## src/rtl/uart_reg_pkg.sv

```systemverilog
package uart_reg_pkg;
  localparam logic [7:0] CMD_RD = 8'h00;
  localparam logic [7:0] CMD_WR = 8'h01;
  localparam logic [7:0] ST_OK  = 8'h00;
  localparam logic [7:0] ST_ERR = 8'h01;

  typedef enum logic [3:0] {
    P_CMD, P_ALO, P_AHI, P_WDAT, P_BUS, P_ERR, P_ERR_W, P_DAT, P_DAT_W
  } pstate_e;

  typedef enum logic [2:0] {
    RX_IDLE, RX_START, RX_DATA, RX_STOP, RX_HOLD
  } rxstate_e;
endpackage

```

## src/rtl/uart_rx_unit.sv

```systemverilog
module uart_rx_unit import uart_reg_pkg::*; #(
  parameter int unsigned CLKS_PER_BIT = 868
) (
  input  logic       clk_i,
  input  logic       rst_ni,
  input  logic       rx_i,
  output logic       valid_o,
  output logic [7:0] data_o
);
  localparam int unsigned CW = $clog2(CLKS_PER_BIT);
  localparam logic [CW-1:0] FULL = CW'(CLKS_PER_BIT - 1);
  localparam logic [CW-1:0] HALF = CW'(CLKS_PER_BIT / 2 - 1);

  logic [1:0]    sync_q;
  logic          rxs;
  rxstate_e      st_q;
  logic [CW-1:0] cnt_q;
  logic [2:0]    idx_q;
  logic [7:0]    sh_q;

  assign rxs = sync_q[1];

  always_ff @(posedge clk_i or negedge rst_ni) begin
    if (!rst_ni) begin
      sync_q  <= 2'b11;
      st_q    <= RX_IDLE;
      cnt_q   <= '0;
      idx_q   <= '0;
      sh_q    <= '0;
      valid_o <= 1'b0;
      data_o  <= '0;
    end else begin
      sync_q  <= {sync_q[0], rx_i};
      valid_o <= 1'b0;
      case (st_q)
        RX_IDLE: if (!rxs) begin st_q <= RX_START; cnt_q <= '0; end
        RX_START: begin
          if (cnt_q == HALF) begin
            cnt_q <= '0;
            idx_q <= '0;
            st_q  <= rxs ? RX_IDLE : RX_DATA;
          end else cnt_q <= cnt_q + 1'b1;
        end
        RX_DATA: begin
          if (cnt_q == FULL) begin
            cnt_q <= '0;
            sh_q  <= {rxs, sh_q[7:1]};
            if (idx_q == 3'd7) st_q <= RX_STOP;
            idx_q <= idx_q + 1'b1;
          end else cnt_q <= cnt_q + 1'b1;
        end
        RX_STOP: begin
          if (cnt_q == FULL) begin
            cnt_q <= '0;
            if (rxs) begin
              valid_o <= 1'b1;
              data_o  <= sh_q;
              st_q    <= RX_IDLE;
            end else st_q <= RX_HOLD;  // framing error: wait for line high
          end else cnt_q <= cnt_q + 1'b1;
        end
        RX_HOLD: if (rxs) st_q <= RX_IDLE;
        default: st_q <= RX_IDLE;
      endcase
    end
  end

  AST_RX_PULSE: assert property (@(posedge clk_i) disable iff (!rst_ni)
    valid_o |=> !valid_o);
endmodule

```

## src/rtl/uart_tx_unit.sv

```systemverilog
module uart_tx_unit #(
  parameter int unsigned CLKS_PER_BIT = 868
) (
  input  logic       clk_i,
  input  logic       rst_ni,
  input  logic       start_i,
  input  logic [7:0] data_i,
  output logic       busy_o,
  output logic       tx_o
);
  localparam int unsigned CW = $clog2(CLKS_PER_BIT);
  localparam logic [CW-1:0] FULL = CW'(CLKS_PER_BIT - 1);

  logic [CW-1:0] cnt_q;
  logic [3:0]    n_q;
  logic [9:0]    sh_q;

  assign tx_o = busy_o ? sh_q[0] : 1'b1;

  always_ff @(posedge clk_i or negedge rst_ni) begin
    if (!rst_ni) begin
      busy_o <= 1'b0;
      cnt_q  <= '0;
      n_q    <= '0;
      sh_q   <= '1;
    end else if (!busy_o) begin
      if (start_i) begin
        busy_o <= 1'b1;
        sh_q   <= {1'b1, data_i, 1'b0};
        cnt_q  <= '0;
        n_q    <= '0;
      end
    end else if (cnt_q == FULL) begin
      cnt_q <= '0;
      sh_q  <= {1'b1, sh_q[9:1]};
      if (n_q == 4'd9) busy_o <= 1'b0;
      else n_q <= n_q + 1'b1;
    end else cnt_q <= cnt_q + 1'b1;
  end

  AST_TX_START_IDLE: assert property (@(posedge clk_i) disable iff (!rst_ni)
    start_i |-> !busy_o);
endmodule

```

## src/rtl/cmd_parser.sv

```systemverilog
module cmd_parser import uart_reg_pkg::*; #(
  parameter int unsigned MAP_DEPTH   = 256,
  parameter int unsigned TIMEOUT_CYC = 5000000
) (
  input  logic        clk_i,
  input  logic        rst_ni,
  input  logic        rx_valid_i,
  input  logic [7:0]  rx_data_i,
  input  logic        tx_busy_i,
  output logic        tx_start_o,
  output logic [7:0]  tx_data_o,
  output logic        bus_req_o,
  output logic        bus_we_o,
  output logic [15:0] bus_addr_o,
  output logic [7:0]  bus_wdata_o,
  input  logic        bus_gnt_i,
  input  logic [7:0]  bus_rdata_i
);
  localparam int unsigned TW = $clog2(TIMEOUT_CYC + 1);
  localparam logic [TW-1:0] TO_LAST = TW'(TIMEOUT_CYC - 1);

  pstate_e       st_q;
  logic [7:0]    cmd_q, rdata_q;
  logic          err_q;
  logic [TW-1:0] to_q;
  logic          waiting, expire, hi_ok, cur_ok;

  assign waiting     = (st_q == P_ALO) || (st_q == P_AHI) || (st_q == P_WDAT);
  assign expire      = waiting && !rx_valid_i && (to_q == TO_LAST);
  assign hi_ok       = 32'({rx_data_i, bus_addr_o[7:0]}) < MAP_DEPTH;
  assign cur_ok      = 32'(bus_addr_o) < MAP_DEPTH;
  assign bus_req_o   = (st_q == P_BUS);
  assign bus_we_o    = (cmd_q == CMD_WR);
  assign tx_start_o  = (st_q == P_ERR) || (st_q == P_DAT);
  assign tx_data_o   = (st_q == P_ERR) ? (err_q ? ST_ERR : ST_OK) : rdata_q;

  always_ff @(posedge clk_i or negedge rst_ni) begin
    if (!rst_ni) to_q <= '0;
    else if (!waiting || rx_valid_i) to_q <= '0;
    else to_q <= to_q + 1'b1;
  end

  always_ff @(posedge clk_i or negedge rst_ni) begin
    if (!rst_ni) begin
      st_q        <= P_CMD;
      cmd_q       <= '0;
      rdata_q     <= '0;
      err_q       <= 1'b0;
      bus_addr_o  <= '0;
      bus_wdata_o <= '0;
    end else if (expire) begin
      st_q <= P_CMD;
    end else begin
      case (st_q)
        P_CMD: if (rx_valid_i) begin
          cmd_q <= rx_data_i;
          err_q <= 1'b0;
          st_q  <= P_ALO;
        end
        P_ALO: if (rx_valid_i) begin
          bus_addr_o[7:0] <= rx_data_i;
          st_q            <= P_AHI;
        end
        P_AHI: if (rx_valid_i) begin
          bus_addr_o[15:8] <= rx_data_i;
          if (cmd_q == CMD_WR) st_q <= P_WDAT;
          else if (cmd_q == CMD_RD && hi_ok) st_q <= P_BUS;
          else begin err_q <= 1'b1; st_q <= P_ERR; end
        end
        P_WDAT: if (rx_valid_i) begin
          bus_wdata_o <= rx_data_i;
          if (cur_ok) st_q <= P_BUS;
          else begin err_q <= 1'b1; st_q <= P_ERR; end
        end
        P_BUS: if (bus_gnt_i) begin
          rdata_q <= bus_rdata_i;
          st_q    <= P_ERR;
        end
        P_ERR:   st_q <= P_ERR_W;
        P_ERR_W: if (!tx_busy_i) st_q <= (cmd_q == CMD_RD && !err_q) ? P_DAT : P_CMD;
        P_DAT:   st_q <= P_DAT_W;
        P_DAT_W: if (!tx_busy_i) st_q <= P_CMD;
        default: st_q <= P_CMD;
      endcase
    end
  end

  AST_REQ_HOLD: assert property (@(posedge clk_i) disable iff (!rst_ni)
    bus_req_o && !bus_gnt_i |=> bus_req_o && $stable(bus_addr_o)
      && $stable(bus_we_o) && $stable(bus_wdata_o));
  AST_REQ_IN_MAP: assert property (@(posedge clk_i) disable iff (!rst_ni)
    bus_req_o |-> 32'(bus_addr_o) < MAP_DEPTH);
  AST_NO_TX_ON_BUS: assert property (@(posedge clk_i) disable iff (!rst_ni)
    bus_req_o |-> !tx_busy_i);
  AST_TIMEOUT_IDLE: assert property (@(posedge clk_i) disable iff (!rst_ni)
    expire |=> st_q == P_CMD && !bus_req_o);
endmodule

```

## src/rtl/uart_reg_access.sv

```systemverilog
module uart_reg_access #(
  parameter int unsigned CLKS_PER_BIT = 868,
  parameter int unsigned MAP_DEPTH    = 256,
  parameter int unsigned TIMEOUT_CYC  = 5000000
) (
  input  logic        clk_i,
  input  logic        rst_ni,
  input  logic        rx_i,
  output logic        tx_o,
  output logic        bus_req_o,
  output logic        bus_we_o,
  output logic [15:0] bus_addr_o,
  output logic [7:0]  bus_wdata_o,
  input  logic        bus_gnt_i,
  input  logic [7:0]  bus_rdata_i
);
  logic       rx_valid, tx_start, tx_busy;
  logic [7:0] rx_data, tx_data;

  uart_rx_unit #(.CLKS_PER_BIT(CLKS_PER_BIT)) u_rx (
    .clk_i, .rst_ni, .rx_i, .valid_o(rx_valid), .data_o(rx_data)
  );

  uart_tx_unit #(.CLKS_PER_BIT(CLKS_PER_BIT)) u_tx (
    .clk_i, .rst_ni, .start_i(tx_start), .data_i(tx_data),
    .busy_o(tx_busy), .tx_o
  );

  cmd_parser #(.MAP_DEPTH(MAP_DEPTH), .TIMEOUT_CYC(TIMEOUT_CYC)) u_parser (
    .clk_i, .rst_ni,
    .rx_valid_i(rx_valid), .rx_data_i(rx_data),
    .tx_busy_i(tx_busy), .tx_start_o(tx_start), .tx_data_o(tx_data),
    .bus_req_o, .bus_we_o, .bus_addr_o, .bus_wdata_o,
    .bus_gnt_i, .bus_rdata_i
  );
endmodule

```

## config.mk

```make
export PLATFORM = sky130hd
export DESIGN_NAME = uart_reg_access
export DESIGN_NICKNAME = d
export VERILOG_FILES = /design/src/rtl/uart_reg_pkg.sv /design/src/rtl/uart_rx_unit.sv /design/src/rtl/uart_tx_unit.sv /design/src/rtl/cmd_parser.sv /design/src/rtl/uart_reg_access.sv
export SDC_FILE = /design/constraint.sdc
export NUM_CORES = 1
export LEC_CHECK = 0
export BUFFER_PORTS_ARGS = -buffer_cell sky130_fd_sc_hd__buf_2
export CORE_MARGIN = 4
export CORE_UTILIZATION = 40
export DETAILED_ROUTE_END_ITERATION = 7
export GPL_ROUTABILITY_DRIVEN = 0
export GPL_TIMING_DRIVEN = 0
export SYNTH_ARGS = -nofsm -noshare
export SYNTH_HDL_FRONTEND = slang
export SYNTH_SLANG_ARGS = --single-unit
export TNS_END_PERCENT = 10
```

## constraint.sdc

```tcl
create_clock -name clk_i -period 2.8 [get_ports clk_i]
set_input_delay 0.28 -clock clk_i [delete_from_list [all_inputs] [get_ports clk_i]]
set_output_delay 0.28 -clock clk_i [all_outputs]
set_load 0.01 [all_outputs]
```

==> key figures <==
Timing
  • RSZ-0062 raised after global routing: false
  • Worst Skew: roughly 8 ps
  • Fin. max-slew vios: 0
  • Final Hold Slack: between 90 and 100 ps
  • Final worst-path cycle share: between 80 and 90%
  • Final min period: about 2300 ps
  • Fmax: approximately 430 MHz
  • Setup TNS: 0 ps
  • Final setup viols: 0
  • Worst slew pin tran: roughly 770 ps
  • Fin worst setup slack: 473.9 ps
  • Relative slew slack: 48.63%
  • Final Hold Fails: 0

Detailed routing
  • Drt drc: 0
  • Post-Route WL: approximately 12000 um
  • WL/cell: 14.75 um
  • DR vias: 4253
  • Drt first pass iters: 4
  • Final ANT Viol Nets: 0
  • DR vias/cell: approximately 5.3
  • Initial drt markers: 246

Pwr
  • Leakage: about 3.2 nW
  • Net switching power: ~850 uW
  • Sw frac: 21.15%
  • Flop pwr share: ~46%
  • Comb power frac: under 10%
  • VDD IR-drop max: approximately 0.43 mV
  • PD cells: roughly 580 mW/mm2
  • Pint: 3.180 mW
  • Clk pwr share: between 50 and 60%

Die
  • Std cell rows: between 40 and 50
  • Boundary Pins: 39
  • Starting Density: about two fifths
  • Die X: ~130 um
  • Die Y: between 100 and 150 um
  • Placeable Area: around 0.014 mm2
  • Die ar.: 0.01667 mm2

Clocking
  • Clock latency on the worst-skew pair: 420 ps
  • Clock buffer depth: 2
  • Post-cts resize count: 0
  • H-tree depth: 4
  • Worst-path clk slew: roughly 60 ps
  • Clock sink count: between 100 and 150
  • Cts bufs inserted: 17
  • Root Buffer: clkbuf_16
  • CTS tree: yes

Synth
  • Post-synth EDFFs: 0
  • Syn_nets: 564
  • Most frequent cell after synthesis: dfrtp_1
  • Top cells by area, synth: dfrtp_1 49%, mux2_2 9.4%, dfstp_2 4.9%
  • Cells after synthesis: ~540
  • Sequential cell area fraction in the yosys report: between 50% and 60%
  • Cell area after synthesis: ~0.006 mm2
  • Synth async-reset ratio: between 90% and 100%
  • Commonest cells post-synth: 116 x dfrtp_1, 63 x nand2_1, 49 x mux2_2
  • Synth unique cells: 55
  • Synth top area share: 49.47%
  • Post-synth top area cell: dfrtp_1
  • Syn avg cell area: between 10 and 15 um2
  • Synth Register Bits: between 100 and 150
  • YS warnings: 0
  • Primary FF master, synth: dfrtp_1

Layout
  • Ant diodes: 0
  • Layout cells sized above 1: roughly 22%
  • # fillers: ~1.3k
  • Nets: approximately 620
  • Synth-to-Final Area Change: 18.00%

Placed design
  • Final HPWL DP: between 8000 and 9000 um
  • Port Buffers: 38
  • Setup WS pre-CTS: about 470 ps

Global route
  • First-pass GRT wire length: between 20000 and 25000 um
  • Antenna violations before repair: 0
  • GRT overflow: 0
  • Largest net degree at the start of global routing: 83
  • Total track usage: about 15%
  • Number of global-route vias before repair: approximately 4.2k

Flow run
  • Max-cap viol count: 0

Critical path
  • Worst endpoint required time: 3100 ps
  • Slowest-stage cell, CP: or4_1
  • Max incr delay on CP: about 460 ps
  • CP Launch Type: register
  • Delay-heaviest family, CP: simple AND/OR/NAND/NOR gates
  • Worst-path fanout max: 9
  • Critical path class: register to register
  • Worst path arrival time: approximately 2600 ps
  • Buf+Inv Stages, Crit Path: 1
  • Register-to-register setup slack: roughly 470 ps
  • Cells along the critical path: ha_1, nand2b_1, or4_1, buf_2, nor3_4, mux2_2
  • Critical Path Sink Type: register

Status
  • Status: complete, no violations

Worst hold path
  • Worst min path class: primary input to register
[routing by layer]
layer,vias up,GRT usage [%],share of wire (%)
met4,0,5.559,1.5
met2,74,23.41,47
met3,18,4.699,4.0
met5,-,0,0
li1,2078,-,-
met1,2083,20.21,47
[per-stage QoR]
step / util (%) / instance area (um2) / power [mW] / cells
finish: 47.82 / 6924 / 4.033 / 800
global placement: 43.43 / 6289 / 1.918 / 766
detailed placement: 43.67 / 6322 / 1.926 / 767
floorplan: - / 5868 / 1.875 / 544
CTS: 47.82 / 6924 / 4.079 / 800
global route: 47.82 / 6924 / 4.170 / 800
[cells by family (layout without fill, tap and decap cells)]
logic type / Yosys count / count (layout) / synth area share [%]
and+or+nand+nor: 211 / 211 / 18.02
DFF: 127 / 127 / 54.39
AOI/OAI and AO/OA: 93 / 93 / 10.23
muxes: 54 / 54 / 10.30
buffers and inverters: 27 / 99 / 1.770
xor gates and xnor gates: 24 / 24 / 3.582
adders and majority gates: 8 / 8 / 1.706
[cell usage in the layout (no fill, tap or decap), types with 4 or more instances in the layout]
master     instances
dfrtp_1          116
nand2_1           63
mux2_2            49
nor2_1            48
buf_2             39
o21ai_0           34
nand3_1           20
clkbuf_16         17
xnor2_1           16
nor4_1            15
a21oi_1           15
clkbuf_1          14
nand2b_1          11
dfstp_2           11
nor3_1            10
inv_1             10
a22o_1             9
xor2_1             8
ha_1               8
and3_1             6
nand4_1            6
or3_1              6
a22oi_1            6
clkinv_4           6
a31oi_1            5
nor2b_1            4
o31ai_1            4
[worst register-to-register path, delay by kind of cell, from the launching register on]
kind,cells,cell delay [ps]
fa+ha+maj,1,230
buf+inv,1,180
flops,1,430
mux,1,390
simple gates,3,980
[power groups by stage]
stage               Sequential, mW  Combinational [mW]  Clock (mW)
finish                        1.84              0.0511        2.14
global route                  1.84              0.0608        2.27
CTS                           1.84              0.0551        2.18
detailed placement            1.87              0.0525           0
global placement              1.87              0.0450           0
floorplan                     1.87             0.00134           0
[flip-flops by register name (all words and copies together), names as in the netlist]
name                  cells
u_rx.cnt_q               10
u_rx.idx_q                3
u_parser.to_q            23
u_tx.n_q                  4
u_rx.data_o               8
u_parser.err_q            1
u_rx.st_q                 3
u_parser.st_q             4
u_tx.sh_q                 9
u_rx.sync_q               2
u_parser.rdata_q          8
u_parser.bus_addr_o      16
u_parser.cmd_q            8
u_rx.valid_o              1
u_rx.sh_q                 8
u_tx.cnt_q               10
u_parser.bus_wdata_o      8
u_tx.busy_o               1
[path summary, 6_finish.rpt]
check / from / to / cells past startpoint
max in group asynchronous: rst_ni / u_rx.sync_q[1] / 3
hold reg to reg: u_rx.sync_q[0] / u_rx.sync_q[1] / 0
min in group asynchronous: rst_ni / u_tx.cnt_q[8] / 2
setup / recovery: u_rx.cnt_q[0] / u_rx.data_o[2] / 6
hold / removal: bus_rdata_i[1] / u_parser.rdata_q[1] / 2
setup reg to reg: u_rx.cnt_q[0] / u_rx.data_o[2] / 6
[area by class of cell]
cell class,count,area [um2],area share [%]
buffer,17,66.31,0.9577
clock inverter,13,142.6,2.060
sequential,127,3192,46.10
multi-input combinational,390,2572,37.15
timing repair buffer,41,244.0,3.524
inverter,10,37.54,0.5421
clock buffer,18,439.2,6.343
tap,184,230.2,3.325
[repair_timing]
action | in CTS | in global routing
hold endpoints to repair | 37 | 0
setup buffers | 0 | 0
hold buffers | 2 | 0
Note: power is estimated with default switching activity, not from simulation.
